--- config.mk ---
export PLATFORM = sky130hd
export DESIGN_NAME = twostage_watchdog
export DESIGN_NICKNAME = d
export VERILOG_FILES = /design/src/rtl/wdt_pkg.sv /design/src/rtl/wdt_prescaler.sv /design/src/rtl/wdt_counter.sv /design/src/rtl/wdt_fsm.sv /design/src/rtl/twostage_watchdog.sv
export SDC_FILE = /design/constraint.sdc
export NUM_CORES = 1
export LEC_CHECK = 0
export ABC_AREA = 0
export BUFFER_PORTS_ARGS = -buffer_cell sky130_fd_sc_hd__clkbuf_2
export CAP_MARGIN = 10
export CORE_MARGIN = 1.5
export CORE_UTILIZATION = 30
export DETAILED_ROUTE_END_ITERATION = 12
export HOLD_SLACK_MARGIN = 0.15
export PLACE_DENSITY_LB_ADDON = 0.25
export SLEW_MARGIN = 20
export SYNTH_ARGS = -nofsm -noshare
export SYNTH_HDL_FRONTEND = slang
export SYNTH_SLANG_ARGS = --single-unit
--- constraint.sdc ---
create_clock -name clk -period 6.42 [get_ports clk]
set_clock_uncertainty 0.2 [all_clocks]
set_input_delay 0.642 -clock clk [delete_from_list [all_inputs] [get_ports clk]]
set_output_delay 0.642 -clock clk [all_outputs]
set_load 0.05 [all_outputs]
--- src/rtl/wdt_pkg.sv ---
package wdt_pkg;
  typedef enum logic [1:0] {
    WD_INIT = 2'd0,
    WD_OFF  = 2'd1,
    WD_RUN  = 2'd2,
    WD_HALT = 2'd3
  } wd_state_e;
endpackage

--- src/rtl/wdt_prescaler.sv ---
module wdt_prescaler #(
  parameter int PRE_W = 8
) (
  input  logic             clk,
  input  logic             rst_n,
  input  logic             restore,
  input  logic             run,
  input  logic             load,
  input  logic [PRE_W-1:0] load_val,
  output logic             tick
);
  localparam logic [PRE_W-1:0] PRE_DEFAULT = '1;

  logic [PRE_W-1:0] div_q;
  logic [PRE_W-1:0] cnt_q;

  assign tick = run && !load && (cnt_q == '0);

  always_ff @(posedge clk) begin
    if (!rst_n || restore) begin
      div_q <= PRE_DEFAULT;
      cnt_q <= PRE_DEFAULT;
    end else if (load) begin
      div_q <= load_val;
      cnt_q <= load_val;
    end else if (run) begin
      if (cnt_q == '0) cnt_q <= div_q;
      else             cnt_q <= cnt_q - 1'b1;
    end
  end

  AST_PRE_BOUND: assert property (@(posedge clk) disable iff (!rst_n)
    cnt_q <= div_q);

  AST_PRE_SPACING: assert property (@(posedge clk) disable iff (!rst_n)
    (tick && div_q != '0) |=> !tick);
endmodule

--- src/rtl/wdt_counter.sv ---
module wdt_counter #(
  parameter int CNT_W = 16,
  parameter int DLY_W = 8
) (
  input  logic             clk,
  input  logic             rst_n,
  input  logic             restore,
  input  logic             load,
  input  logic [CNT_W-1:0] load_cnt,
  input  logic [DLY_W-1:0] load_dly,
  input  logic             tick,
  output logic             hit_irq,
  output logic             hit_rst
);
  localparam logic [CNT_W-1:0] CNT_DEFAULT = '1;
  localparam logic [DLY_W-1:0] DLY_DEFAULT = '1;

  logic [CNT_W-1:0] cnt_q;
  logic [DLY_W-1:0] dly_q;
  logic             pend_q;
  logic             at_zero;

  assign at_zero = (cnt_q == '0);
  assign hit_irq = tick && !load && at_zero && !pend_q;
  assign hit_rst = tick && !load && at_zero &&  pend_q;

  always_ff @(posedge clk) begin
    if (!rst_n || restore) begin
      cnt_q  <= CNT_DEFAULT;
      dly_q  <= DLY_DEFAULT;
      pend_q <= 1'b0;
    end else if (load) begin
      cnt_q  <= load_cnt;
      dly_q  <= load_dly;
      pend_q <= 1'b0;
    end else if (tick) begin
      if (!at_zero) begin
        cnt_q <= cnt_q - 1'b1;
      end else if (!pend_q) begin
        cnt_q  <= CNT_W'(dly_q);
        pend_q <= 1'b1;
      end
    end
  end

  AST_PEND_ENTRY: assert property (@(posedge clk) disable iff (!rst_n)
    $rose(pend_q) |-> ($past(cnt_q) == '0 && $past(tick)));

  AST_CNT_STEP: assert property (@(posedge clk) disable iff (!rst_n)
    (!load && !restore && !(tick && at_zero)) |=>
      (cnt_q == $past(cnt_q) || cnt_q == $past(cnt_q) - 1'b1));

  AST_LOAD_CLEARS: assert property (@(posedge clk) disable iff (!rst_n)
    (load && !restore) |=> !pend_q);
endmodule

--- src/rtl/wdt_fsm.sv ---
module wdt_fsm
  import wdt_pkg::*;
(
  input  logic clk,
  input  logic rst_n,
  input  logic cfg_we,
  input  logic dis_we,
  input  logic pre_tick,
  input  logic hit_irq,
  input  logic hit_rst,
  output logic pre_run,
  output logic cnt_tick,
  output logic restore,
  output logic irq_q,
  output logic rst_q
);
  wd_state_e state_q;
  wd_state_e state_d;

  assign pre_run  = (state_q != WD_HALT);
  assign cnt_tick = pre_tick && (state_q == WD_INIT || state_q == WD_RUN);
  assign restore  = hit_rst;

  always_comb begin
    state_d = state_q;
    if (hit_rst)
      state_d = WD_INIT;
    else if (cfg_we)
      state_d = WD_RUN;
    else if (dis_we && state_q == WD_INIT)
      state_d = WD_OFF;
    else if (state_q == WD_OFF && pre_tick)
      state_d = WD_HALT;
  end

  always_ff @(posedge clk) begin
    if (!rst_n) begin
      state_q <= WD_INIT;
      irq_q   <= 1'b0;
      rst_q   <= 1'b0;
    end else begin
      state_q <= state_d;
      irq_q   <= hit_irq;
      rst_q   <= hit_rst;
    end
  end

  AST_DIS_LATE_IGNORED: assert property (@(posedge clk) disable iff (!rst_n)
    (state_q == WD_RUN && dis_we && !cfg_we && !hit_rst) |=> state_q == WD_RUN);

  AST_HALT_HOLDS: assert property (@(posedge clk) disable iff (!rst_n)
    (state_q == WD_HALT && !cfg_we) |=> state_q == WD_HALT);

  AST_CFG_ENABLES: assert property (@(posedge clk) disable iff (!rst_n)
    (cfg_we && !hit_rst) |=> state_q == WD_RUN);

  AST_RESTORE_INIT: assert property (@(posedge clk) disable iff (!rst_n)
    hit_rst |=> (state_q == WD_INIT && rst_q));

  AST_QUIET_WHEN_OFF: assert property (@(posedge clk) disable iff (!rst_n)
    (state_q == WD_OFF || state_q == WD_HALT) |-> !hit_irq && !hit_rst);
endmodule

--- src/rtl/twostage_watchdog.sv ---
module twostage_watchdog #(
  parameter int CNT_W = 16,
  parameter int PRE_W = 8,
  parameter int DLY_W = 8,
  localparam int CFG_W = CNT_W + PRE_W + DLY_W
) (
  input  logic             clk,
  input  logic             rst_n,
  input  logic             cfg_we,
  input  logic [CFG_W-1:0] cfg_wdata,
  input  logic             dis_we,
  output logic             irq_o,
  output logic             sys_rst_req_o
);
  localparam int PRE_LSB = CNT_W;
  localparam int DLY_LSB = CNT_W + PRE_W;

  logic [CNT_W-1:0] f_cnt;
  logic [PRE_W-1:0] f_pre;
  logic [DLY_W-1:0] f_dly;
  logic pre_tick, pre_run, cnt_tick, restore, hit_irq, hit_rst;

  assign f_cnt = cfg_wdata[CNT_W-1:0];
  assign f_pre = cfg_wdata[PRE_LSB +: PRE_W];
  assign f_dly = cfg_wdata[DLY_LSB +: DLY_W];

  wdt_prescaler #(.PRE_W(PRE_W)) u_pre (
    .clk(clk), .rst_n(rst_n), .restore(restore), .run(pre_run),
    .load(cfg_we), .load_val(f_pre), .tick(pre_tick)
  );

  wdt_counter #(.CNT_W(CNT_W), .DLY_W(DLY_W)) u_cnt (
    .clk(clk), .rst_n(rst_n), .restore(restore), .load(cfg_we),
    .load_cnt(f_cnt), .load_dly(f_dly), .tick(cnt_tick),
    .hit_irq(hit_irq), .hit_rst(hit_rst)
  );

  wdt_fsm u_fsm (
    .clk(clk), .rst_n(rst_n), .cfg_we(cfg_we), .dis_we(dis_we),
    .pre_tick(pre_tick), .hit_irq(hit_irq), .hit_rst(hit_rst),
    .pre_run(pre_run), .cnt_tick(cnt_tick), .restore(restore),
    .irq_q(irq_o), .rst_q(sys_rst_req_o)
  );

  AST_IRQ_PULSE: assert property (@(posedge clk) disable iff (!rst_n)
    irq_o |=> !irq_o);

  AST_RST_PULSE: assert property (@(posedge clk) disable iff (!rst_n)
    sys_rst_req_o |=> !sys_rst_req_o);

  AST_NOT_BOTH: assert property (@(posedge clk) disable iff (!rst_n)
    !(irq_o && sys_rst_req_o));

  AST_OUT_AFTER_RESET: assert property (@(posedge clk)
    !$past(rst_n) |-> (!irq_o && !sys_rst_req_o));
endmodule

-- Word-level counts from Yosys, hierarchy flattened
Cells that the tools add are included.
- add/subtract/negate cells: 2
- equality and inequality tests: 4
- muxes and demuxes: 10
- bitwise operators: 1
- reduce and logical (&&, ||, !) cells: 26
- operator list (operator ; number):
    $mux 16 ; 4
    $mux 8 ; 3
    $logic_not 16->1 ; 1
    $sub 16x1->16 const B ; 1
    $logic_and 1x1->1 ; 9
    $logic_not 8->1 ; 1
    $sub 8x1->8 const B ; 1
    $mux 2 ; 3
    $reduce_bool 2->1 ; 3
    $reduce_and 2->1 ; 2
    $reduce_or 2->1 ; 2
    $logic_not 1->1 ; 3
    $ne 3x3->1 const B ; 1
    $reduce_bool 3->1 ; 1
    $reduce_or 3->1 ; 1
    $eq 2x1->1 const B ; 1
    $eq 2x2->1 const B ; 1
    $logic_not 2->1 ; 1
    $logic_or 1x1->1 ; 2
    $ne 2x2->1 const B ; 1
    $not 1->1 ; 1
- bits in registers: 45
- bits of input ports: 36
- output and inout port bits: 2
- word-level logic and storage cells: 52

-- Logic depth before layout (Yosys ltp)
Gate-level depths: netlist (run 1).
- depth after elaboration: 9
- gate-level depth with buffers: 8
- gate-level depth less buffers: 7

-- Modules after synthesis
A second synthesis (run 1) with hierarchy kept.
- cells, all modules: 306
- area, all modules: 2528.7 um^2
- modules (own cells, without submodules) (module ; instances ; cells each ; area each (um^2) ; sequential area each (um^2)):
    wdt_counter ; 1 ; 195 ; 1541.5 ; 500.5
    wdt_prescaler ; 1 ; 97 ; 825.8 ; 320.3
    wdt_fsm ; 1 ; 14 ; 161.4 ; 80.1

-- Worst setup path after synthesis (run 1)
No wires, ideal clock.
- path type: flip-flop to flip-flop
- from: register u_pre.cnt_q[3]
- to: register u_pre.cnt_q[3]
- setup time: 137 ps
- arrival: 2007 ps
- required time: 6083 ps
- setup slack: 4076 ps
- cell stages (with the launch flop): 9
- path buffers: 3
- clock period less this slack: 2344 ps
- cells stage by stage: dfxtp_1 buf_6 or4_4 buf_6 or3_4 buf_6 mux2_4 a22oi_2 nand3_1
- word-level cells in the longest chain between the ends: 7
- elaborated cells on any way between the ends: 11
- those cells by class: add/sub (1); mux (3); reduce/logical (7)
- RTL lines (item ; RTL line ; RTL):
    start, declared ; wdt_prescaler.sv:15 ; logic [PRE_W-1:0] cnt_q;
    start signal, assigned ; wdt_prescaler.sv:25 ; cnt_q <= load_val;
    start signal, assigned ; wdt_prescaler.sv:27 ; if (cnt_q == '0) cnt_q <= div_q;
    start signal, assigned ; wdt_prescaler.sv:28 ; else cnt_q <= cnt_q - 1'b1;
    parallel branches: the longest is 7 deep, another holds $sub 8x1->8 ; n/a ;
Parallel ways; which one is timed is not known. The select of a mux whose other input is x is not followed.
A chain may end at the register's enable or synchronous reset.

-- Worst setup path in the final report (run 1)
- from: register u_cnt.cnt_q[0]
- to: register u_pre.div_q[7]
- word-level cells in the longest chain between the ends: 4
- RTL lines (item ; RTL line ; RTL):
    start, declared ; wdt_counter.sv:18 ; logic [CNT_W-1:0] cnt_q;
    start signal, assigned ; wdt_counter.sv:33 ; cnt_q <= load_cnt;
    start signal, assigned ; wdt_counter.sv:38 ; cnt_q <= cnt_q - 1'b1;
    start signal, assigned ; wdt_counter.sv:40 ; cnt_q <= CNT_W'(dly_q);
    $logic_not 16->1 ; wdt_counter.sv:23 ; assign at_zero = (cnt_q == '0);
    $logic_and 1x1->1 (2 in a row) ; wdt_counter.sv:25 ; assign hit_rst = tick && !load && at_zero && pend_q;
    $logic_or 1x1->1 ; wdt_prescaler.sv:20 ; if (!rst_n || restore) begin
    end signal, assigned ; wdt_prescaler.sv:24 ; div_q <= load_val;
    end, declared ; wdt_prescaler.sv:14 ; logic [PRE_W-1:0] div_q;
No other way between the ends.

==> flow_metrics.tcl, run 1 <==
set metrics [dict create \
    final_period_minus_worst_setup_slack_ns 2.89 \
    synth_seq_area_share_pct 37.9 \
    global_route_wire_length_before_repair_um 10600 \
    die_height_um 92.1 \
    worst_slew_pin_slew_ns 0.743 \
    place.port_buffers 37 \
    insertedDiodeCount 0 \
    area_of_the_core_sq_um 7690 \
    cts.htree.levels 2 \
    finalWirelength_um 6350 \
    critical_path.max_fanout 8 \
    slew_viol_final 0 \
    synth_cells 293 \
    largest_net_degree_at_the_start_of_global_routing 53 \
    fin_worst_hold_slack_ns 0.268 \
    globalplace.congestion 0.804 \
    route.detailed.wl_per_inst_um 14.9 \
    synth.ff_latch_count 45 \
    report.final.hold_viol_count 0 \
    drt_pass1_iterations 4 \
    most_used_cells_in_the_layout_excluding_fill_and_tap_cells "sky130_fd_sc_hd__dfxtp_1 (45), sky130_fd_sc_hd__nand2_1 (42), sky130_fd_sc_hd__clkbuf_2 (37), sky130_fd_sc_hd__nor2_1 (23), sky130_fd_sc_hd__o21ai_0 (15)" \
    vias_in_the_first_global_route 2140 \
    critical_path_arrival_ns 2.92 \
    totalPowerFinal_uw 557 \
    area_growth_pct 13.9 \
    synth_ff_type "sky130_fd_sc_hd__dfxtp_1" \
    grt_overflow 0 \
    worstHoldPathType "flip-flop to flip-flop" \
    critical_path.startpoint_type "flip-flop" \
    mostFrequentLayoutCell "sky130_fd_sc_hd__dfxtp_1" \
    drt_first_iter_violations 143 \
    mappedNetlistArea_sq_um 2380 \
    finalNetCount 361 \
    die_area_sq_um 8480 \
    antenna_found_initial 0 \
    via_per_instance_ratio 5.37 \
    hpwl_um 4440 \
    slew_headroom_pct 50.4 \
    cts.path.max_buffers 2 \
    n_fill_cell 860 \
    rsz0062_at_grt "no" \
    cts.repair.resized 0 \
    run_status "completed" \
    worst_setup_path_end_kind "flip-flop" \
    holdBufCountCts 0 \
    floorplan.initialDensity_pct 31.0 \
    yosys_warnings 0 \
    asyncSetResetFlopFracSynth_pct 0 \
    clkSlewWorstSetupHoldPaths_ns 0.08 \
    total_leakage_power_uw 0.00105 \
    crit_required_ns 6.45 \
    vdd_drop_max_v 0.0000784 \
    number_of_flops_mapped_to_enable_cells_by_yosys 0 \
    multi_input_comb_area_sq_um 1350 \
    die_width_um 92.1 \
    cts_root_buf "sky130_fd_sc_hd__clkbuf_8" \
    synth_cell_types 56 \
    sequential_cell_area_sq_um 901 \
    synth_nets 332 \
    syn-mean-instance-area_sq_um 8.12 \
    cts_made_buffers 5 \
    final_layout_size_suffix_gt1_share_pct 17.3 \
    postRouteAntennaNets 0 \
    cts_post_setup_buffers_inserted 0 \
    final_min_period_over_clock_period_pct 45.1 \
    setup_total_negative_slack_ns 0 \
    cap_viol_max_count 0 \
    rows 32 \
    grt_util_all_layers_pct 15.6 \
    num_io_pins 38 \
    max_freq_mhz 345 \
    drc_errors 0 \
    worst_skew_pair.late_latency_ns 0.30 \
    clock_tree_from_tritoncts "built" \
    finalSetupViolations 0 \
    critPathKind "flip-flop to flip-flop" \
    routed-via-count 2281 \
    cellPowerDensity_nw_per_um2 206 \
    cts.sink_count 45 \
]
-- logic make-up after synthesis --
kind of cell               synth area share (%)
AOI/OAI and AO/OA                          21.9
xor gates and xnor gates                   2.21
adders and majority gates                  1.58
buffers and inverters                      5.73
DFF                                        37.9
muxes                                      4.05
and+or+nand+nor                            26.7
-- where the power goes --
part           leakage, uW  internal, uW  total [uW]  switching [uW]
clock network    0.0000395          77.6         174            96.6
logic             0.000637          31.9        67.4            35.5
registers         0.000374           297         316            18.5
-- Yosys cell counts, types with 3 or more instances --
| cell | instances | share of area [%] |
|---|---|---|
| sky130_fd_sc_hd__nor3_1 | 10 | 2.1 |
| sky130_fd_sc_hd__nand3_1 | 14 | 2.9 |
| sky130_fd_sc_hd__nor3b_1 | 4 | 1.3 |
| sky130_fd_sc_hd__ha_1 | 3 | 1.6 |
| sky130_fd_sc_hd__o31ai_1 | 3 | 0.95 |
| sky130_fd_sc_hd__xnor2_1 | 5 | 1.8 |
| sky130_fd_sc_hd__o21ai_0 | 15 | 3.2 |
| sky130_fd_sc_hd__dfxtp_1 | 45 | 38 |
| sky130_fd_sc_hd__mux2i_1 | 7 | 2.9 |
| sky130_fd_sc_hd__nand4_1 | 5 | 1.3 |
| sky130_fd_sc_hd__nand2_1 | 42 | 6.6 |
| sky130_fd_sc_hd__a21oi_1 | 14 | 2.9 |
| sky130_fd_sc_hd__buf_6 | 3 | 1.4 |
| sky130_fd_sc_hd__nor2_1 | 23 | 3.6 |
| sky130_fd_sc_hd__clkbuf_1 | 15 | 2.4 |
| sky130_fd_sc_hd__inv_1 | 11 | 1.7 |
| sky130_fd_sc_hd__a211oi_1 | 4 | 1.3 |
| sky130_fd_sc_hd__o211ai_1 | 10 | 3.2 |
| sky130_fd_sc_hd__nor4_1 | 7 | 1.8 |
| sky130_fd_sc_hd__or4_1 | 4 | 1.3 |
-- critical path, cell delays in order (launching register included) --
cell	delay [ns]
sky130_fd_sc_hd__dfxtp_1	0.36
sky130_fd_sc_hd__inv_1	0.09
sky130_fd_sc_hd__ha_1	0.21
sky130_fd_sc_hd__nor4b_2	0.62
sky130_fd_sc_hd__nand4_1	0.27
sky130_fd_sc_hd__o21ai_0	0.63
sky130_fd_sc_hd__buf_4	0.28
sky130_fd_sc_hd__a21oi_1	0.07
sky130_fd_sc_hd__o21ai_0	0.10
-- through the flow --
step / std cells / instance area, sq um / setup WS, ns / util, %
finish: 425 / 2710 / 3.53 / 35.3
global route: 425 / 2710 / 3.28 / 35.3
CTS: 425 / 2710 / 3.59 / 35.3
detailed placement: 417 / 2630 / 3.35 / 34.2
global placement: 417 / 2630 / 3.38 / 34.2
floorplan: 293 / 2380 / 4.08 / -
-- layer usage --
metal	vias up	track usage (%)	routed length, um
met5	-	0	0
met2	69	23.3	2790
met3	7	3.07	314
met4	0	4.87	73
li1	1144	-	-
met1	1061	22.3	3170
-- state kept, by name, summed over array words and instances (netlist names) --
name / count
u_cnt.cnt_q: 16
u_cnt.dly_q: 8
u_pre.cnt_q: 8
u_pre.div_q: 8
u_fsm.state_q: 2
u_cnt.pend_q: 1
u_fsm.irq_q: 1
u_fsm.rst_q: 1
-- area by class of cell --
| cell class | count | area share, % |
|---|---|---|
| Timing Repair Buffer | 41 | 7.94 |
| Inverter | 11 | 1.52 |
| Multi-Input combinational cell | 218 | 49.7 |
| Tap cell | 102 | 4.71 |
| Clock buffer | 8 | 2.95 |
| Sequential cell | 45 | 33.2 |
-- final timing paths --
check / to / slack (ns) / startpoint / cells past startpoint
min reg2reg: u_pre.div_q[5] / 0.27 / u_pre.div_q[5] / 1
max: u_pre.div_q[7] / 3.53 / u_cnt.cnt_q[0] / 8
max reg2reg: u_pre.div_q[7] / 3.53 / u_cnt.cnt_q[0] / 8
min: u_pre.div_q[5] / 0.27 / u_pre.div_q[5] / 1
Power figures use the tool's default switching activity.
==> inputs of run 2 (changes only) <==
==> constraint.sdc (replaced) <==
create_clock -name clk -period 2.55 [get_ports clk]
set_clock_uncertainty 0.2 [all_clocks]
set_input_delay 0.255 -clock clk [delete_from_list [all_inputs] [get_ports clk]]
set_output_delay 0.255 -clock clk [all_outputs]
set_load 0.05 [all_outputs]
==> run 2 against run 1 <==
First-iteration DRC count decreased by 4.2%. Sequential cell count is the same. Register-to-register slack got worse by 3.3 ns. Critical endpoint is now u_pre.cnt_q[0].
==> flow_metrics.tcl, run 2 (synthesized netlist as in run 1, its figures left out) <==
set metrics [dict create \
    run_status "completed" \
    clkSlewWorstSetupHoldPaths_ns 0.08 \
    drc_errors 0 \
    die_width_um 92.1 \
    cts_root_buf "sky130_fd_sc_hd__clkbuf_8" \
    share_seq_of_total_power_pct 52.9 \
    worst_setup_path_end_kind "flip-flop" \
    die_height_um 92.1 \
    dpl.cell_count 442 \
    cap_viol_max_count 0 \
    area_of_the_core_sq_um 7690 \
    totalPowerFinal_uw 1480 \
    antenna_found_initial 0 \
    place.port_buffers 37 \
    most_used_cells_in_the_layout_excluding_fill_and_tap_cells "sky130_fd_sc_hd__dfxtp_1 (45), sky130_fd_sc_hd__nand2_1 (42), sky130_fd_sc_hd__clkbuf_2 (37), sky130_fd_sc_hd__dlygate4sd3_1 (34), sky130_fd_sc_hd__buf_4 (29)" \
    critPathKind "flip-flop to flip-flop" \
    total_leakage_power_uw 0.00132 \
    die_area_sq_um 8480 \
    vias_in_the_first_global_route 2368 \
    vdd_drop_max_v 0.000216 \
    drt_first_iter_violations 137 \
    setup.reg_to_reg.worst_slack_ns 0.27 \
    global_route_wire_length_before_repair_um 11500 \
    critical_path.startpoint_type "flip-flop" \
    max_freq_mhz 439 \
    clkPwrFrac_pct 30.8 \
    finalWirelength_um 6650 \
    cts.path.max_buffers 2 \
    routed-via-count 2406 \
    cellPowerDensity_nw_per_um2 453 \
    r2r_cells 7 \
    comb_power_share_pct 16.4 \
    largest_net_degree_at_the_start_of_global_routing 52 \
    cts_made_buffers 5 \
    grt_overflow 0 \
    area_growth_pct 37.4 \
    slew_headroom_pct 56.1 \
    hpwl_um 4750 \
    intPower_uw 1090 \
    grt_util_all_layers_pct 17.0 \
    min_from "u_pre.div_q[5]" \
    clock_tree_from_tritoncts "built" \
    post_layout_nonfiller_instances 483 \
    worst_hold_path.endpoint "u_pre.div_q[5]" \
    worstHoldPathType "flip-flop to flip-flop" \
    drt_pass1_iterations 7 \
    final_min_period_over_clock_period_pct 89.3 \
    finalNetCount 420 \
    postRouteAntennaNets 0 \
    cts.htree.levels 2 \
    rsz0062_at_grt "no" \
    max_flop_register "u_cnt.cnt_q" \
    worst_slew_pin_slew_ns 0.656 \
    power_switching_share_pct 26.2 \
    finalSetupViolations 0 \
    final_period_minus_worst_setup_slack_ns 2.28 \
    r2r-start "u_cnt.cnt_q[0]" \
    worstHoldPathCells 1 \
    via_per_instance_ratio 4.98 \
    insertedDiodeCount 0 \
    slew_viol_final 0 \
    mostFrequentLayoutCell "sky130_fd_sc_hd__dfxtp_1" \
    floorplan.initialDensity_pct 31.0 \
    route.detailed.wl_per_inst_um 13.8 \
    regToRegEndpoint "u_pre.cnt_q[0]" \
    worst_skew_pair.late_latency_ns 0.30 \
    critical_path_arrival_ns 2.27 \
    globalplace.congestion 0.833 \
    report.final.hold_viol_count 0 \
    cts.sink_count 45 \
    largest_register_ff_count 16 \
    total_switching_power_uw 388 \
    critical_path.max_fanout 25 \
    num_io_pins 38 \
    final_layout_size_suffix_gt1_share_pct 22.0 \
    rows 32 \
    crit_required_ns 2.54 \
    cts_post_setup_buffers_inserted 0 \
]
run 2: changes by cell type in the layout (fill, tap and decap cells not counted), sizes merged:
cell,change
dlygate4sd3,+34
buf,+25
clkbuf,-1
run 2: per-stage QoR:
stage	hold slack, ns	utilization, %	setup TNS (ns)	worst slack, ns	area [sq um]
after floorplan	0.127	-	0	0.206	2380
after global placement	0.239	36.7	0	0.00488	2820
after detailed placement	0.245	36.7	-0.0962	-0.0496	2820
after CTS	0.273	42.3	0	0.0155	3250
after global routing	0.303	42.5	0	0.0342	3270
final	0.274	42.5	0	0.274	3270
run 2: worst max-delay path by stage:
stage	start	to	slack, ns
6_report	u_cnt.cnt_q[0]	u_pre.cnt_q[0]	0.27
5_1_grt	u_cnt.cnt_q[0]	u_pre.cnt_q[0]	0.03
4_1_cts	u_pre.cnt_q[0]	u_cnt.cnt_q[2]	0.02
3_5_place_dp	u_cnt.cnt_q[0]	u_pre.cnt_q[0]	-0.05
3_3_place_gp	u_cnt.cnt_q[0]	u_pre.cnt_q[0]	0.005
2_1_floorplan	u_pre.cnt_q[3]	u_pre.cnt_q[3]	0.21
run 2: area by class of cell:
class / instances / area, sq um
clock buffer: 7 / 86.3
fill: 807 / 4420
inverter: 11 / 41.3
multi-input combinational: 218 / 1370
sequential: 45 / 901
tap: 102 / 128
timing repair buffer: 100 / 743
run 2: what timing repair did:
item                                    CTS  global route
gates resized for setup                   1             4
hold buffers                             34             0
endpoints found under the hold margin    44             0
endpoints found under the setup margin    4             9
run 2: worst max-delay path: stages, from the launching register on:
cell,delay [ns]
sky130_fd_sc_hd__dfxtp_1,0.34
sky130_fd_sc_hd__inv_1,0.06
sky130_fd_sc_hd__ha_1,0.20
sky130_fd_sc_hd__nor4b_2,0.16
sky130_fd_sc_hd__and4_1,0.24
sky130_fd_sc_hd__a21oi_4,0.56
sky130_fd_sc_hd__nand2_1,0.15
sky130_fd_sc_hd__a211o_1,0.26
run 2: power by group through the flow:
stage               clock, uW  sequential, uW  combinational, uW
detailed placement          0             799                202
floorplan                   0             792                125
CTS                       467             783                244
finish                    456             784                242
global route              494             791                274
global placement            0             799                200
run 2: routing by layer:
layer | vias up | GRT usage (%) | wire, um
met3 | 9 | 3.23 | 223
met5 | - | 0 | 0
li1 | 1259 | - | -
met2 | 49 | 25.7 | 2900
met4 | 0 | 5.90 | 97
met1 | 1089 | 23.9 | 3440
